<file path="src/rtl/spi_master_lb.sv">
`timescale 1ns/1ps
module spi_master_lb #(
  parameter int DW = 8,
  parameter int MW = 12
) (
  input  logic          clk,
  input  logic          rst_n,
  input  logic          cfg_we,
  input  logic [MW-1:0] cfg_wdata,
  input  logic          start,
  input  logic [DW-1:0] tx_data,
  output logic          busy,
  output logic          done,
  output logic [DW-1:0] rx_data,
  output logic          sclk,
  output logic          mosi,
  input  logic          miso
);
  localparam int CW = $clog2(DW + 1);
  localparam logic [CW-1:0] LASTB = CW'(DW - 1);

  function automatic logic [8:0] div_of(input logic [2:0] c);
    case (c)
      3'd1: return 9'd2;
      3'd2: return 9'd3;
      3'd3: return 9'd4;
      3'd4: return 9'd8;
      3'd5: return 9'd16;
      3'd6: return 9'd64;
      3'd7: return 9'd256;
      default: return 9'd0;
    endcase
  endfunction

  logic [MW-2:0] mode;
  logic [7:0]    cnt;
  logic [DW-1:0] tx_sh, rx_sh;
  logic [CW-1:0] rx_n, tx_n;

  wire       tx_rise = mode[3];
  wire       rx_rise = mode[4];
  wire       msb     = mode[5];
  wire       txi     = mode[6];
  wire       rxi     = mode[7];
  wire       idle    = mode[8];
  wire       free    = mode[9];
  wire       loop    = mode[10];

  wire       srst   = cfg_we && cfg_wdata[MW-1];
  wire       wr_ok  = cfg_we && !busy;
  wire [2:0] dnew   = wr_ok ? cfg_wdata[2:0] : mode[2:0];
  wire [8:0] dn     = div_of(mode[2:0]);
  wire [8:0] dn_new = div_of(dnew) - 9'd1;
  wire [7:0] last   = 8'(dn - 9'd1);
  wire [8:0] hi     = (dn + 9'd1) >> 1;
  wire [8:0] cnt_nx = {1'b0, cnt} + 9'd1;

  wire run     = (mode[2:0] != 3'd0) && (free || busy);
  wire rise_ev = run && (cnt == last);
  wire fall_ev = run && (cnt != last) && (cnt_nx == hi);
  wire tx_ev   = tx_rise ? rise_ev : fall_ev;
  wire rx_ev   = rx_rise ? rise_ev : fall_ev;
  wire go      = start && !busy && (mode[2:0] != 3'd0) && !srst;

  wire tx_bit = msb ? tx_sh[DW-1] : tx_sh[0];
  wire mosi_i = busy ? (tx_bit ^ txi) : idle;
  wire rx_in  = (free && loop) ? mosi_i : miso;
  wire rx_b   = rx_in ^ rxi;
  wire [DW-1:0] rx_nx = msb ? {rx_sh[DW-2:0], rx_b} : {rx_b, rx_sh[DW-1:1]};
  wire [DW-1:0] tx_nx = msb ? {tx_sh[DW-2:0], 1'b0} : {1'b0, tx_sh[DW-1:1]};
  wire tx_adv = tx_ev && (tx_n < LASTB) &&
                (({1'b0, rx_n} + {{CW{1'b0}}, rx_ev}) > {1'b0, tx_n});

  assign mosi = mosi_i;

  always_ff @(posedge clk or negedge rst_n) begin
    if (!rst_n) begin
      mode <= '0; cnt <= 8'hFF; sclk <= 1'b0;
      busy <= 1'b0; done <= 1'b0;
      tx_sh <= '0; rx_sh <= '0; rx_data <= '0;
      rx_n <= '0; tx_n <= '0;
    end else if (srst) begin
      if (wr_ok) mode <= cfg_wdata[MW-2:0];
      cnt <= dn_new[7:0]; sclk <= 1'b0;
      busy <= 1'b0; done <= 1'b0;
      rx_n <= '0; tx_n <= '0;
    end else begin
      done <= 1'b0;
      if (wr_ok) begin
        mode <= cfg_wdata[MW-2:0];
        cnt  <= dn_new[7:0];
        sclk <= 1'b0;
      end else if (run) begin
        if (cnt == last) begin
          cnt <= 8'd0; sclk <= 1'b1;
        end else begin
          cnt <= cnt_nx[7:0];
          if (cnt_nx == hi) sclk <= 1'b0;
        end
      end else begin
        cnt <= last; sclk <= 1'b0;
      end
      if (go) begin
        busy <= 1'b1; tx_sh <= tx_data;
        rx_n <= '0; tx_n <= '0;
      end else if (busy) begin
        if (rx_ev) begin
          rx_sh <= rx_nx;
          rx_n  <= rx_n + 1'b1;
          if (rx_n == LASTB) begin
            busy <= 1'b0; done <= 1'b1; rx_data <= rx_nx;
          end
        end
        if (tx_adv) begin
          tx_sh <= tx_nx;
          tx_n  <= tx_n + 1'b1;
        end
      end
    end
  end

  a_r10_mode_frozen: assert property (@(posedge clk) disable iff (!rst_n)
    (busy && cfg_we) |=> $stable(mode));
  a_r11_div0_stopped: assert property (@(posedge clk) disable iff (!rst_n)
    (mode[2:0] == 3'd0) |=> (!sclk && !busy));
  a_r9_swrst_idle: assert property (@(posedge clk) disable iff (!rst_n)
    (cfg_we && cfg_wdata[MW-1]) |=> (!busy && !sclk && !done));
  a_r12_done_single: assert property (@(posedge clk) disable iff (!rst_n)
    done |=> !done);
  a_r12_done_ends_busy: assert property (@(posedge clk) disable iff (!rst_n)
    done |-> (!busy && $past(busy)));
endmodule

</file>
<file path="config.mk">
export PLATFORM = sky130hd
export DESIGN_NAME = spi_master_lb
export DESIGN_NICKNAME = d
export VERILOG_FILES = /design/src/rtl/spi_master_lb.sv
export SDC_FILE = /design/constraint.sdc
export NUM_CORES = 1
export LEC_CHECK = 0
export BUFFER_PORTS_ARGS = -buffer_cell sky130_fd_sc_hd__buf_2
export CAP_MARGIN = 40
export CORE_AREA = 2 2 101 103
export CTS_BUF_LIST = sky130_fd_sc_hd__clkbuf_16
export DETAILED_ROUTE_END_ITERATION = 7
export DIE_AREA = 0 0 103 105
export MAX_ROUTING_LAYER = met4
export PLACE_DENSITY = 0.63
export SLEW_MARGIN = 20
export SYNTH_ARGS = -nofsm -noshare
export SYNTH_HDL_FRONTEND = slang
export SYNTH_SLANG_ARGS = --single-unit
export TNS_END_PERCENT = 20
</file>
<file path="constraint.sdc">
create_clock -name clk -period 5 [get_ports clk]
set_clock_uncertainty 0.05 [all_clocks]
set_input_delay 0.25 -clock clk [delete_from_list [all_inputs] [get_ports clk]]
set_output_delay 0.25 -clock clk [all_outputs]
set_load 0.02 [all_outputs]
</file>
==> key figures, run 1 <==
Synth
  – Synth Warn #: 0
  – Post-synthesis register bit count: 54
  – Synth area leader: dfrtp_1
  – Post-synth EDFFs: 0
  – Leading post-synthesis cells by cell area: dfrtp_1 (31%), mux2_2 (7.2%), dfstp_2 (5.6%), ha_1 (4.0%), mux2i_1 (3.5%)
  – Synthesized Nets: about 430
  – Post-synth top flop: dfrtp_1
  – Cells after Synth: 394
  – Post-synthesis sequential area ratio: 0.361
  – Mapped Area: 3770 um^2
  – Synth top area share: 0.306
  – Asr flop ratio synth: 1.00
  – Average footprint of a synthesized cell: approximately 9.6 um^2
  – Yosys cell types: 69

Power
  – Internal Power: 0.00152 W
  – PwrDens: 598 nW/um^2
  – Pwr Total: 0.00266 W
  – Seq pwr share: 0.295
  – Net Sw Frac: 0.429
  – Gate power share: 0.539
  – Switch Pwr: between 0.001 and 0.0015 W
  – Peak VDD IR: 0.345 mV
  – Clock network power share: 0.166
  – P_leak: 1.96 nW

Timing
  – Min Tclk post-route: approximately 4.8 ns
  – Final Max Slew Viols: 0
  – Final critical-path share of the clock period: 0.967
  – Final Hold Violating Endpoints: 0
  – Worst slew pin tran: approximately 0.75 ns
  – Relative slew slack: 0.499
  – RSZ-0062 raised after global routing: yes
  – Number of setup violations in the final report: 0
  – Max Freq: roughly 0.21 GHz

Place
  – Post-DP HPWL: approximately 6500 um
  – Dpl cells: about 560
  – Port Buffers: 36
  – GP Congestion: 0.858

Critical path
  – Most frequent CP cell: ha_4
  – Buf/Inv on CP: 1
  – CP top delay family: simple AND/OR/NAND/NOR gates
  – Crit path largest cell delay: roughly 0.41 ns
  – CP max-delay cell: dfrtp_1
  – CP Launch Point: mode[0]
  – Nature of the critical path endpoint: register
  – CP Class: register to register
  – Critical register-to-register path startpoint: mode[0]
  – Crit-path max FO: 8
  – Critical Path Start Type: register
  – Worst r2r path cells: 25
  – CP required: between 5 and 6 ns
  – CP arrival: ~5 ns
  – Worst path depth: 25

Global route
  – Met2 usage: 0.265
  – Vias in the first global route: 3,006
  – First-pass GRT wire length: around 15,000 um
  – Largest net degree at the start of global routing: 55
  – Initial antenna violation count: 0
  – Gr busiest metal: met2
  – Met1 usage: 0.243
  – Gr ovfl total: 0
  – Tot GR Track Use: 0.175
  – Routing usage on met3: 0.0247

Hold path
  – Worst hold path class: primary input to async pin

Clocking
  – CTS sink cnt: 54
  – Htree depth: 2
  – CTS tree: yes
  – Worst-Skew Late Latency: about 0.3 ns
  – Cts bufs inserted: 5
  – CTS clk-pin slew, worst paths: around 0.070 ns
  – Root Driver: clkbuf_16
  – Deepest clock path buffer count: 2

Drt
  – First-pass DRT Iterations: 4
  – DRT antenna net count: 0
  – Number of remaining DRC errors: 0
  – Vias post-DR: around 3,100
  – Total routed wirelength: 8910 um
  – Routed len/inst: roughly 16 um
  – DRT iter0 DRCs: 154
  – Avg Vias per Cell: 5.44

Die
  – Num rows: 36
  – Top-Level Pins: 37
  – Height of the die: 105 um
  – Die Area: between 10,000 and 15,000 um^2
  – Die Width: roughly 100 um
  – Initial Util: 0.391
  – Core area: just under 10,000 um^2

Finish
  – Layout cells sized above 1: 0.314
  – Final net count: 472
  – Register Area: 1360 um^2
  – N_diodes: 0
  – Multi-input logic area: 2310 um^2
  – Commonest cells after routing, fill and taps aside: dfrtp_1 (46), buf_2 (36), nand2_1 (30), mux2_2 (24), nor2_1 (23)
  – Core Util, Final: 0.462
  – Final Non-Filler Cells: ~570
  – Final-layout fill cell count: about 930
  – Commonest non-fill, non-tap cell in the layout: dfrtp_1
  – Area Overhead vs Synth: 18.1%

Outcome
  – Status: finished, final reports clean

Run
  – Max Cap Viol: 0
## repair_timing
action | CTS | global route
hold buffers | 0 | 0
pin swaps | 0 | 18
gates resized for setup | 0 | 11
setup endpoints to repair | 1 | 12
setup buffers | 0 | 6
## cells by family after synthesis
family / count (synthesis) / share of synthesized area
buf+inv: 43 / 0.0598
simple gates: 129 / 0.177
mux: 45 / 0.138
flops: 54 / 0.361
xor+xnor: 24 / 0.0578
compound gates: 87 / 0.166
fa+ha+maj: 12 / 0.0399
## final cells by class
type                    instances  share of cell area
inverters                      19              0.0160
clock inverters                 3              0.0143
well taps                     133              0.0374
multi-input cells             297               0.519
repair buffers                 58              0.0793
clock buffers                   5              0.0281
flip-flops and latches         54               0.306
## layer usage
layer	wire length [um]	vias up
met4	140	0
met5	0	-
met2	4250	80
met3	299	12
li1	-	1514
met1	4220	1488
## through the flow
stage / hold slack (ns) / area (um^2) / setup WS (ns) / setup TNS, ns
global placement: 0.363 / 4170 / 0.171 / 0
global route: 0.0889 / 4450 / -0.218 / -1.70
floorplan: -0.0956 / 3880 / -0.0596 / -0.331
finish: 0.0201 / 4450 / 0.165 / 0
detailed placement: 0.371 / 4170 / 0.0226 / 0
CTS: 0.0462 / 4360 / -0.00776 / -0.00776
## state kept, by name, indices dropped and copies added, names as in the netlist
name	flops
mode	11
busy	1
cnt	8
tx_n	4
tx_sh	8
rx_n	4
sclk	1
done	1
rx_sh	8
rx_data	8
## Yosys cell counts, types with 2 or more instances
| library cell | count |
|---|---|
| nand4_1 | 6 |
| a31oi_1 | 4 |
| nand3_1 | 19 |
| o2111ai_1 | 2 |
| a221oi_1 | 7 |
| ha_1 | 12 |
| dfstp_2 | 8 |
| a21oi_1 | 18 |
| nor3_1 | 9 |
| clkbuf_1 | 7 |
| o21ai_1 | 2 |
| o21bai_1 | 3 |
| mux2_2 | 24 |
| o21ai_0 | 16 |
| nor2_1 | 25 |
| nor2b_1 | 6 |
| xor2_1 | 9 |
| buf_2 | 8 |
| o21a_1 | 4 |
| mux2i_1 | 13 |
| buf_6 | 2 |
| or3_1 | 4 |
| xnor2_1 | 14 |
| nand2_1 | 30 |
| and3_1 | 3 |
| mux2_4 | 8 |
| inv_1 | 19 |
| or2_2 | 2 |
| and2_1 | 2 |
| o22ai_1 | 2 |
| nand2b_1 | 5 |
| a211oi_1 | 4 |
| buf_4 | 6 |
| o211ai_1 | 8 |
| dfrtp_1 | 46 |
| nor4_1 | 4 |
## worst reg2reg max path: cells and delay by family, from the launching register on
family | cells | cell delay [ns]
flops | 1 | 0.41
simple gates | 13 | 1.82
fa+ha+maj | 5 | 1.07
buf+inv | 1 | 0.18
compound gates | 6 | 1.18
## path summary, 6_finish.rpt
check / endpoint / slack, ns
worst min register to register: rx_data[3] / 0.45
min in group clk: mode[4] / 0.11
worst min-delay path: rx_data[4] / 0.02
worst max register to register: tx_sh[0] / 0.17
max in group asynchronous: mode[4] / 4.42
worst max-delay path: tx_sh[0] / 0.17
## power by group through the flow
stage	Combinational [W]	Sequential [W]	Clock (W)
floorplan	0.00120	0.000675	0
global placement	0.00136	0.000784	0
detailed placement	0.00138	0.000788	0
CTS	0.00138	0.000781	0.000454
global route	0.00158	0.000812	0.000463
finish	0.00143	0.000785	0.000443
No activity file was read; power rests on OpenSTA's default activity.
==> inputs of run 2 (changes only) <==
--- a/config.mk
+++ b/config.mk
@@ -13,6 +13,7 @@
 export DIE_AREA = 0 0 103 105
 export MAX_ROUTING_LAYER = met4
 export PLACE_DENSITY = 0.63
+export REMOVE_ABC_BUFFERS = 1
 export SLEW_MARGIN = 20
 export SYNTH_ARGS = -nofsm -noshare
 export SYNTH_HDL_FRONTEND = slang
==> key figures, run 2 (synthesized netlist as in run 1, its figures left out) <==
Place
  – Port Buffers: 36 (unchanged)
  – GP Congestion: 0.852 (-0.76%)
  – Placement Cell Area: 4090 um^2 (-2.0%)
  – Post-DP HPWL: 6420 um (-0.79%)

Finish
  – Final net count: 474 (+0.42%)
  – Area Overhead vs Synth: 17.2%
  – N_diodes: 0 (unchanged)
  – Final instance area: 4420 um^2 (-0.76%)
  – Final-layout fill cell count: 952 (+2.7%)
  – Register name with the most flops: mode
  – Commonest cells after routing, fill and taps aside: dfrtp_1 (46), buf_2 (36), nand2_1 (30), nor2_1 (24), mux2_2 (24)
  – Commonest non-fill, non-tap cell in the layout: dfrtp_1
  – Layout cells sized above 1: 0.311 (-0.00372)
  – Core Util, Final: 0.458 (-0.00350)
  – Max reg flops: 11 (unchanged)

Clocking
  – CTS sink cnt: 54 (unchanged)
  – Deepest clock path buffer count: 2 (unchanged)
  – CTS clk-pin slew, worst paths: 0.07 ns (about the same)
  – Cts hold-fix bufs: 0 (unchanged)
  – Worst-Skew Late Latency: 0.29 ns (about the same)
  – Root Driver: clkbuf_16
  – Htree depth: 2 (unchanged)
  – CTS tree: yes
  – Cts bufs inserted: 5 (unchanged)

Critical path
  – Critical Path Start Type: register
  – Buf/Inv on CP: 1 (unchanged)
  – Crit path largest cell delay: 0.37 ns (-0.04 ns)
  – Crit-path max FO: 8 (unchanged)
  – Most frequent CP cell: ha_4
  – Nature of the critical path endpoint: register
  – CP arrival: 5.08 ns (+0.12 ns)
  – Reg2reg setup slack: 0.09 ns (-0.08 ns)
  – CP top delay family: compound AO/OA/AOI/OAI gates
  – CP max-delay cell: dfrtp_1
  – CP required: 5.16 ns (+0.03 ns)
  – CP Class: register to register

Timing
  – Min Tclk post-route: 4.91 ns (+0.0797 ns)
  – Final Max Slew Viols: 0 (unchanged)
  – Fin Setup TNS: 0 ns (unchanged)
  – Max Freq: 0.203 GHz (-1.6%)
  – Number of setup violations in the final report: 0 (unchanged)
  – Final Hold Violating Endpoints: 0 (unchanged)
  – Worst slew pin tran: 0.763 ns (+0.0118 ns)
  – Relative slew slack: 0.491 (-0.00786)
  – RSZ-0062 raised after global routing: yes
  – Final critical-path share of the clock period: 0.983 (+0.0159)

Power
  – Switch Pwr: 0.00113 W (-0.84%)
  – Internal Power: 0.00143 W (-6.1%)
  – PwrDens: 579 nW/um^2 (-3.1%)
  – P_leak: 1.94 nW (-0.87%)
  – Clock network power share: 0.129 (-0.037)
  – Net Sw Frac: 0.442 (+0.0135)
  – Seq pwr share: 0.306 (+0.011)
  – Gate power share: 0.565 (+0.026)
  – Peak VDD IR: 0.282 mV (-18%)

Drt
  – First-pass DRT Iterations: 4 (unchanged)
  – DRT iter0 DRCs: 215 (+40%)
  – DRT antenna net count: 0 (unchanged)
  – Routed len/inst: 15.8 um (+0.92%)
  – Avg Vias per Cell: 5.53 (+1.7%)
  – Total routed wirelength: 9030 um (+1.3%)
  – Number of remaining DRC errors: 0 (unchanged)
  – Vias post-DR: 3,158 (+2.1%)

Outcome
  – Status: finished, final reports clean

Die
  – Height of the die: 105 um (unchanged)
  – Die Area: 10,800 um^2 (unchanged)
  – Core area: 9640 um^2 (unchanged)
  – Die Width: 103 um (unchanged)
  – Num rows: 36 (unchanged)
  – Top-Level Pins: 37 (unchanged)
  – Initial Util: 0.391 (unchanged)

Run
  – Max Cap Viol: 0 (unchanged)

Global route
  – Initial antenna violation count: 0 (unchanged)
  – Largest net degree at the start of global routing: 55 (unchanged)
  – Gr ovfl total: 0 (unchanged)
  – First-pass GRT wire length: 14,600 um (-0.89%)
  – Vias in the first global route: 2,979 (-0.90%)
  – Tot GR Track Use: 0.172 (-0.00340)

Hold path
  – Worst hold path class: primary input to async pin
-- run 2: worst paths after layout --
check                                  start         end  depth (start not counted)
min in group clk                cfg_wdata[3]     mode[3]                          3
worst min register to register      rx_sh[7]    rx_sh[7]                          1
worst min-delay path                   rst_n  rx_data[7]                          2
worst max-delay path                 mode[0]    tx_sh[2]                         25
max in group asynchronous              rst_n        sclk                          2
worst max register to register       mode[0]    tx_sh[2]                         25
-- run 2: repair_timing --
item | 4_1_cts | 5_1_grt
gates cloned | 1 | 0
pin swaps | 4 | 19
endpoints found under the setup margin | 8 | 12
hold endpoints to repair | 0 | 0
gates resized for setup | 7 | 19
buffers inserted | 0 | 6
-- run 2: final cells by class --
class / instances / area [um^2] / area share
clock inverters: 3 / 11.3 / 0.00255
repair buffers: 60 / 362 / 0.0819
well taps: 133 / 166 / 0.0377
clock buffers: 5 / 125 / 0.0283
inverters: 19 / 71.3 / 0.0162
flip-flops and latches: 54 / 1360 / 0.308
multi-input cells: 297 / 2320 / 0.525
-- run 2: through the flow --
| step | hold WS (ns) | total power (W) | cells | setup slack, ns |
|---|---|---|---|---|
| 3_5_place_dp | 0.373 | 0.00211 | 556 | -0.129 |
| 5_1_grt | 0.107 | 0.00276 | 571 | -0.174 |
| 2_1_floorplan | -0.0956 | 0.00172 | 370 | -0.573 |
| 6_report | 0.0355 | 0.00256 | 571 | 0.0854 |
| 3_3_place_gp | 0.364 | 0.00208 | 555 | 0.150 |
| 4_1_cts | 0.0596 | 0.00247 | 565 | 0.0325 |
-- run 2: power groups by stage --
| stage | logic, W | registers [W] | clock network [W] |
|---|---|---|---|
| 2_1_floorplan | 0.000936 | 0.000780 | 0 |
| 3_3_place_gp | 0.00131 | 0.000776 | 0 |
| 3_5_place_dp | 0.00133 | 0.000783 | 0 |
| 4_1_cts | 0.00136 | 0.000775 | 0.000338 |
| 5_1_grt | 0.00159 | 0.000805 | 0.000358 |
| 6_report | 0.00145 | 0.000782 | 0.000331 |
-- run 2: routing by layer --
layer / vias to the layer above / GRT usage / share of wire
li1: 1517 / - / -
met1: 1547 / 0.246 / 0.48
met2: 86 / 0.257 / 0.48
met3: 8 / 0.0247 / 0.035
met4: 0 / 0.0395 / 0.0098
met5: - / - / 0
